`src/rtl/acc_alu_pkg.sv`:
```
package acc_alu_pkg;
  typedef enum logic [2:0] {
    OP_ADD = 3'd0,
    OP_ADC = 3'd1,
    OP_SUB = 3'd2,
    OP_SBB = 3'd3,
    OP_CMP = 3'd4,
    OP_AND = 3'd5,
    OP_OR  = 3'd6,
    OP_XOR = 3'd7
  } alu_op_e;

  localparam int FLAG_W = 8;
  localparam int F_CY = 0;
  localparam int F_P  = 2;
  localparam int F_AC = 4;
  localparam int F_Z  = 6;
  localparam int F_S  = 7;
endpackage

```
`src/rtl/alu_arith.sv`:
```
module alu_arith #(
  parameter int W = 8
) (
  input  logic [W-1:0] a,
  input  logic [W-1:0] b,
  input  logic         sub,
  input  logic         use_cin,
  input  logic         cin,
  output logic [W-1:0] res,
  output logic         co,
  output logic         hc
);
  localparam int NW = W / 2;

  logic         cbit;
  logic [W:0]   full;
  logic [NW:0]  half;

  assign cbit = use_cin & cin;

  always_comb begin
    if (sub) begin
      full = {1'b0, a} - {1'b0, b} - {{W{1'b0}}, cbit};
      half = {1'b0, a[NW-1:0]} - {1'b0, b[NW-1:0]} - {{NW{1'b0}}, cbit};
    end else begin
      full = {1'b0, a} + {1'b0, b} + {{W{1'b0}}, cbit};
      half = {1'b0, a[NW-1:0]} + {1'b0, b[NW-1:0]} + {{NW{1'b0}}, cbit};
    end
  end

  assign res = full[W-1:0];
  assign co  = full[W];
  assign hc  = half[NW];
endmodule

```
`src/rtl/alu_logic.sv`:
```
module alu_logic #(
  parameter int W = 8
) (
  input  logic [W-1:0] a,
  input  logic [W-1:0] b,
  input  logic [1:0]   sel,
  output logic [W-1:0] res
);
  always_comb begin
    unique case (sel)
      2'd1:    res = a & b;
      2'd2:    res = a | b;
      2'd3:    res = a ^ b;
      default: res = '0;
    endcase
  end
endmodule

```
`src/rtl/alu_flag_reg.sv`:
```
module alu_flag_reg #(
  parameter int FW = 8
) (
  input  logic          clk,
  input  logic          rst,
  input  logic          en,
  input  logic [FW-1:0] d,
  output logic [FW-1:0] q
);
  always_ff @(posedge clk) begin
    if (rst)     q <= '0;
    else if (en) q <= d;
  end
endmodule

```
`src/rtl/acc_alu.sv`:
```
module acc_alu
  import acc_alu_pkg::*;
#(
  parameter int W = 8
) (
  input  logic              clk,
  input  logic              rst,
  input  logic [W-1:0]      acc,
  input  logic [W-1:0]      opnd,
  input  logic [2:0]        op,
  input  logic              cy_in,
  input  logic              upd_en,
  output logic [W-1:0]      result,
  output logic              wr_stb,
  output logic [FLAG_W-1:0] flags
);
  alu_op_e      op_e;
  logic         is_arith, is_sub, use_cin;
  logic [W-1:0] ar_res, lg_res;
  logic         ar_co, ar_hc;
  logic [FLAG_W-1:0] flag_d;
  logic         nf_cy, nf_ac;

  assign op_e     = alu_op_e'(op);
  assign is_arith = (op_e == OP_ADD) || (op_e == OP_ADC) || (op_e == OP_SUB) ||
                    (op_e == OP_SBB) || (op_e == OP_CMP);
  assign is_sub   = (op_e == OP_SUB) || (op_e == OP_SBB) || (op_e == OP_CMP);
  assign use_cin  = (op_e == OP_ADC) || (op_e == OP_SBB);

  alu_arith #(.W(W)) u_arith (
    .a(acc), .b(opnd), .sub(is_sub), .use_cin(use_cin), .cin(cy_in),
    .res(ar_res), .co(ar_co), .hc(ar_hc)
  );

  alu_logic #(.W(W)) u_logic (
    .a(acc), .b(opnd), .sel(op[1:0]), .res(lg_res)
  );

  assign result = is_arith ? ar_res : lg_res;
  assign wr_stb = upd_en && (op_e != OP_CMP);

  always_comb begin
    if (is_arith) begin
      nf_cy = ar_co;
      nf_ac = ar_hc;
    end else begin
      nf_cy = 1'b0;
      nf_ac = (op_e == OP_AND);
    end
    flag_d       = '0;
    flag_d[F_S]  = result[W-1];
    flag_d[F_Z]  = (result == '0);
    flag_d[F_AC] = nf_ac;
    flag_d[F_P]  = ~^result;
    flag_d[F_CY] = nf_cy;
  end

  alu_flag_reg #(.FW(FLAG_W)) u_flags (
    .clk(clk), .rst(rst), .en(upd_en), .d(flag_d), .q(flags)
  );
endmodule

```
`config.mk`:
```
export PLATFORM = sky130hd
export DESIGN_NAME = acc_alu
export DESIGN_NICKNAME = d
export VERILOG_FILES = /design/src/rtl/acc_alu_pkg.sv /design/src/rtl/alu_arith.sv /design/src/rtl/alu_logic.sv /design/src/rtl/alu_flag_reg.sv /design/src/rtl/acc_alu.sv
export SDC_FILE = /design/constraint.sdc
export NUM_CORES = 1
export LEC_CHECK = 0
export BUFFER_PORTS_ARGS = -buffer_cell sky130_fd_sc_hd__buf_2
export CORE_ASPECT_RATIO = 1.4
export CORE_UTILIZATION = 35
export DETAILED_ROUTE_END_ITERATION = 10
export MAX_ROUTING_LAYER = met4
export PLACE_DENSITY_LB_ADDON = 0.12
export SYNTH_ARGS = -nofsm -noshare
export SYNTH_HDL_FRONTEND = slang
export SYNTH_HIERARCHICAL = 1
export SYNTH_SLANG_ARGS = --single-unit
export TNS_END_PERCENT = 30
```
`constraint.sdc`:
```
create_clock -name clk -period 6.3 [get_ports clk]
set_clock_uncertainty 0.2 [all_clocks]
set_input_delay 0.63 -clock clk [delete_from_list [all_inputs] [get_ports clk]]
set_output_delay 0.63 -clock clk [all_outputs]
set_load 0.05 [all_outputs]
```
Word-level counts from Yosys, hierarchy flattened --
Index checks and enable logic that the tools add are counted.
Storage, ports and cells: register bits 5, bits of input ports 23, output and inout bits 17, logic and storage cells 39
Operators by class: add/sub/neg operators 8, eq/ne operators 9, mux-type cells 6, bitwise logic cells 4, reductions and logical operators 11
Operators by type and width (count):
- $pmux 8 s3 | 1
- $add 8x8->9 | 1
- $add 9x1->9 | 1
- $mux 9 | 1
- $sub 8x8->9 | 1
- $sub 9x1->9 | 1
- $and 8x8->8 | 1
- $logic_not 8->1 | 1
- $mux 8 | 1
- $or 8x8->8 | 1
- $reduce_xnor 8->1 | 1
- $xor 8x8->8 | 1
- $logic_or 1x1->1 | 7
- $eq 3x2->1 const B | 2
- $eq 3x3->1 const B | 2
- $add 4x4->5 | 1
- $add 5x1->5 | 1
- $mux 5 | 1
- $sub 4x4->5 | 1
- $sub 5x1->5 | 1
- $eq 2x2->1 const B | 2
- $eq 3x1->1 const B | 1
- $logic_not 3->1 | 1
- $ne 3x3->1 const B | 1
- 4 further kinds | 5

Longest topological paths before layout --
depth after elaboration 7, mapped depth 17, depth with buffers taken out 17

Modules after synthesis --
Netlist, hierarchy kept.
By module, submodules not included:
- alu_arith | instances 1, cells an instance 125, area each 929.6 um^2
- alu_logic | instances 1, cells an instance 60, area each 480.5 um^2
- acc_alu | instances 1, cells an instance 35, area each 352.8 um^2
- alu_flag_reg | instances 1, cells an instance 26, area each 285.3 um^2

Least setup slack after synthesis --
Ideal clock, no wire load.
kind input to output, start in op[2], end out result[7], data arrival time 2.782 ns, data required time 5.470 ns, slack 2.688 ns, cell stages on the path 13, buffers on the path 1, path through and2b_2 nand2_1 inv_1 fa_1 inv_1 ha_1 nand2_1 a21oi_1 o221ai_1 xnor2_1 a211o_1 mux2_2 buf_4
Between the ends: cells in the longest elaborated chain, start to end 6, elaborated cells on any way between the ends 17
Ends and longest elaborated chain:
- from (decl) | RTL line acc_alu.sv:10 | input logic [2:0] op,
- $eq 3x1->1 / $eq 3x2->1 (equally long branches) | RTL line acc_alu.sv:28, acc_alu.sv:27
- $logic_or 1x1->1 | RTL line acc_alu.sv:28 | assign use_cin = (op_e == OP_ADC) || (op_e == OP_SBB);
- $and 1x1->1 | RTL line alu_arith.sv:19 | assign cbit = use_cin & cin;
- $add 9x1->9 / $sub 9x1->9 (equally long branches) | RTL line alu_arith.sv:26, alu_arith.sv:23
- $mux 9 (*) | RTL line alu_arith.sv:22 | if (sub) begin
- named net ar_res[7] | RTL line acc_alu.sv:19 | logic [W-1:0] ar_res, lg_res;
- $mux 8 (*) | RTL line acc_alu.sv:39 | assign result = is_arith ? ar_res : lg_res;
- to (decl) | RTL line acc_alu.sv:13 | output logic [W-1:0] result,
The timed path passes the listed nets; every way through them passes the cells marked *.

Worst setup path in the final report --
start in op[0], end out result[6]
Between the ends: cells in the longest elaborated chain, start to end 6, elaborated cells on any way between the ends 21
Ends and longest elaborated chain:
- $eq 3x1->1 / $eq 3x2->1 (equally long branches) | RTL line acc_alu.sv:28
- $logic_or 1x1->1 (*) | RTL line acc_alu.sv:28
- named net use_cin | RTL line acc_alu.sv:18 | logic is_arith, is_sub, use_cin;
- $and 1x1->1 (*) | RTL line alu_arith.sv:19
- $add 9x1->9 / $sub 9x1->9 (equally long branches) | RTL line alu_arith.sv:26, alu_arith.sv:23
- $mux 9 (*) | RTL line alu_arith.sv:22
- named net ar_res[6] | RTL line acc_alu.sv:19
- $mux 8 (*) | RTL line acc_alu.sv:39
Marks and branches as above.

==> flow_metrics.tcl <==
set metrics [dict create \
    cts_resized 0 \
    grt-ovfl-total 0 \
    portBuffers 39 \
    status "complete, no violations" \
    rows 32 \
    layout_commonest_cell "inv_1" \
    critPathRequiredTime_ns 5.47 \
    dp_hpwl_mm 3.786 \
    layout-drive-gt1-share_pct 21.28 \
    cts_sinks 8 \
    crit_fanout 21 \
    routedWlPerCell_um 12.85 \
    use_met3_pct 1.108 \
    synth-compound-area-share_pct 14.91 \
    cts_root_buf "clkbuf_8" \
    synthFlopType "dfxtp_1" \
    nFillCells 606 \
    holdBufCountCts 0 \
    first_iter_violations 54 \
    hold_depth 2 \
    coreArea_mm2 0.005565 \
    grt-busiest-layer "met2" \
    fp.dieW_um 66.66 \
    gp_congestion 0.8510 \
    synth-edff-count 0 \
    n_antenna_cell 0 \
    grt_pass1_vias 1697 \
    finalWorstSetupSlack_ns 2.143 \
    ys_types 47 \
    finalSetupViolCount 0 \
    synth_cells 246 \
    seq_area_frac_synth_pct 7.819 \
    rsz0062_at_grt "no" \
    via_count 1742 \
    dpl_worst_slack_ns 2.162 \
    clk_pin_slew_ns 0.04 \
    hold_class "flip-flop to flip-flop" \
    antenna_left 0 \
    leakagePower_nw 1.243 \
    fin_tns_setup_ns 0 \
    wirelength_mm 4.497 \
    fin_util_pct 41.61 \
    cts_tree "done" \
    slew_viol_final 0 \
    r2r_cells 2 \
    largest_reg_flops 8 \
    max_slew.worst_pin.slew_ns 0.5967 \
    h-tree-depth 1 \
    power.density_mw_per_mm2 180.9 \
    final_cell_mix "42 x inv_1, 41 x ha_1, 39 x buf_2" \
    irDropWorstVdd_uv 210.7 \
    post_cts_buffers 0 \
    cts_made_buffers 3 \
    drc 0 \
    synth_adder_area_share_pct 28.96 \
    met1_usage_pct 19.94 \
    timing.final.crit_period_ns 4.157 \
    synth_mux_area_share_pct 15.94 \
    synthArstFlopShare_pct 0 \
    max_cap_viol_count 0 \
    hold_viol_final 0 \
    critical_path_class "input port to primary output" \
    die_h_um 92.52 \
    syn2layout_area_growth_pct 13.07 \
    clock.fmax_ghz 0.2405 \
    post-route-period-util_pct 65.99 \
    grt_max_degree 22 \
    synth_top_family_by_area "adder cells" \
    synth.avg_cell_area_um2 8.326 \
    end_kind "primary output" \
    clk_path_buf_depth 2 \
    slew_headroom_pct 60.07 \
    largest-register "u_flags/q" \
    ioPinCount 40 \
    yosys.area_share.xor_xnor_pct 6.414 \
    cp-start-kind "input port" \
    first_pass_iters 4 \
    dieArea_mm2 0.006167 \
    ys_warn_count 6 \
    start_util_pct 36.80 \
    grt.total_usage_pct 16.10 \
    synth-simple-area-share_pct 14.54 \
    arrival_ns 3.33 \
    clk_latency_ns 0.22 \
    nNetsFinal 352 \
    use_met2_pct 27.36 \
    synth_area_mm2 0.002048 \
    reg_top3 "u_flags/q (8)" \
    grt_pass1_wl_mm 7.458 \
    via_per_inst 4.977 \
    antenna_found_initial 0 \
    ys_ff_latch 8 \
]
[path summary, 6_finish.rpt]
path,startpoint,endpoint,slack [ns]
min,u_flags/q[4],u_flags/q[4],0.28
min reg2reg,u_flags/q[4],u_flags/q[4],0.28
max reg2reg,u_flags/q[2],u_flags/q[2],5.51
max,op[0],result[6],2.14
[worst max-delay path, cell delays in order]
cell	delay (ns)
buf_2	0.21
and2b_2	0.24
nand2_1	0.09
inv_1	0.06
fa_1	0.40
fa_1	0.43
and2_1	0.18
o21ai_1	0.18
a21oi_1	0.11
xor2_1	0.15
mux2i_1	0.21
mux2_2	0.19
buf_2	0.26
[power by group]
part	total, mW	internal, mW	switching (mW)
registers	0.0582	0.0561	0.00210
clock network	0.0609	0.0413	0.0195
logic	0.300	0.119	0.181
[per-stage QoR]
step	hold slack (ns)	total power, mW	area [um2]	instances
after floorplan	0.5370	0.2992	2056	248
after global placement	0.2714	0.3614	2275	347
after detailed placement	0.2803	0.3607	2275	347
after CTS	0.2908	0.4255	2316	350
after global routing	0.3100	0.4542	2316	350
final	0.2848	0.4189	2316	350
[area by class of cell]
type | count | area (um2) | area share (%)
Tap cell | 68 | 85.08 | 3.674
Clock buffer | 3 | 41.29 | 1.783
Sequential cell | 8 | 160.2 | 6.915
Timing Repair Buffer | 40 | 202.7 | 8.752
Inverter | 43 | 161.4 | 6.969
Multi-Input combinational cell | 188 | 1665 | 71.91
[kinds of logic (layout without fill, tap and decap cells)]
family          after synthesis  after routing
xor+xnor                     15             15
buf+inv                      52             86
flops                         8              8
other cells                   1              3
fa+ha+maj                    45             45
compound gates               40             40
mux                          31             31
simple gates                 54             54
[routing by layer]
metal | share of wire [%] | wire [um]
met4 | 1.2 | 53
met1 | 47 | 2092
met2 | 50 | 2256
met3 | 2.1 | 96
met5 | 0 | 0
[cell usage after synthesis (all sizes together), types with 2 or more instances]
| master | count | share of area, % |
|---|---|---|
| mux2 | 10 | 5.7 |
| or2b | 7 | 2.6 |
| a221oi | 3 | 1.9 |
| clkbuf | 2 | 0.37 |
| nand2b | 10 | 3.1 |
| o41ai | 3 | 1.3 |
| dfxtp | 8 | 7.8 |
| inv | 43 | 7.9 |
| nor2b | 3 | 1.0 |
| buf | 7 | 3.0 |
| and2 | 2 | 0.67 |
| mux2i | 21 | 10 |
| a21o | 2 | 0.73 |
| xnor2 | 14 | 6.0 |
| ha | 41 | 25 |
| o21ai | 6 | 2.0 |
| a32o | 8 | 3.9 |
| nor2 | 14 | 2.6 |
| fa | 4 | 3.9 |
| nor3 | 5 | 1.2 |
| nand2 | 7 | 1.3 |
| a21oi | 13 | 3.2 |
Note: power is estimated with default switching activity, not from simulation.
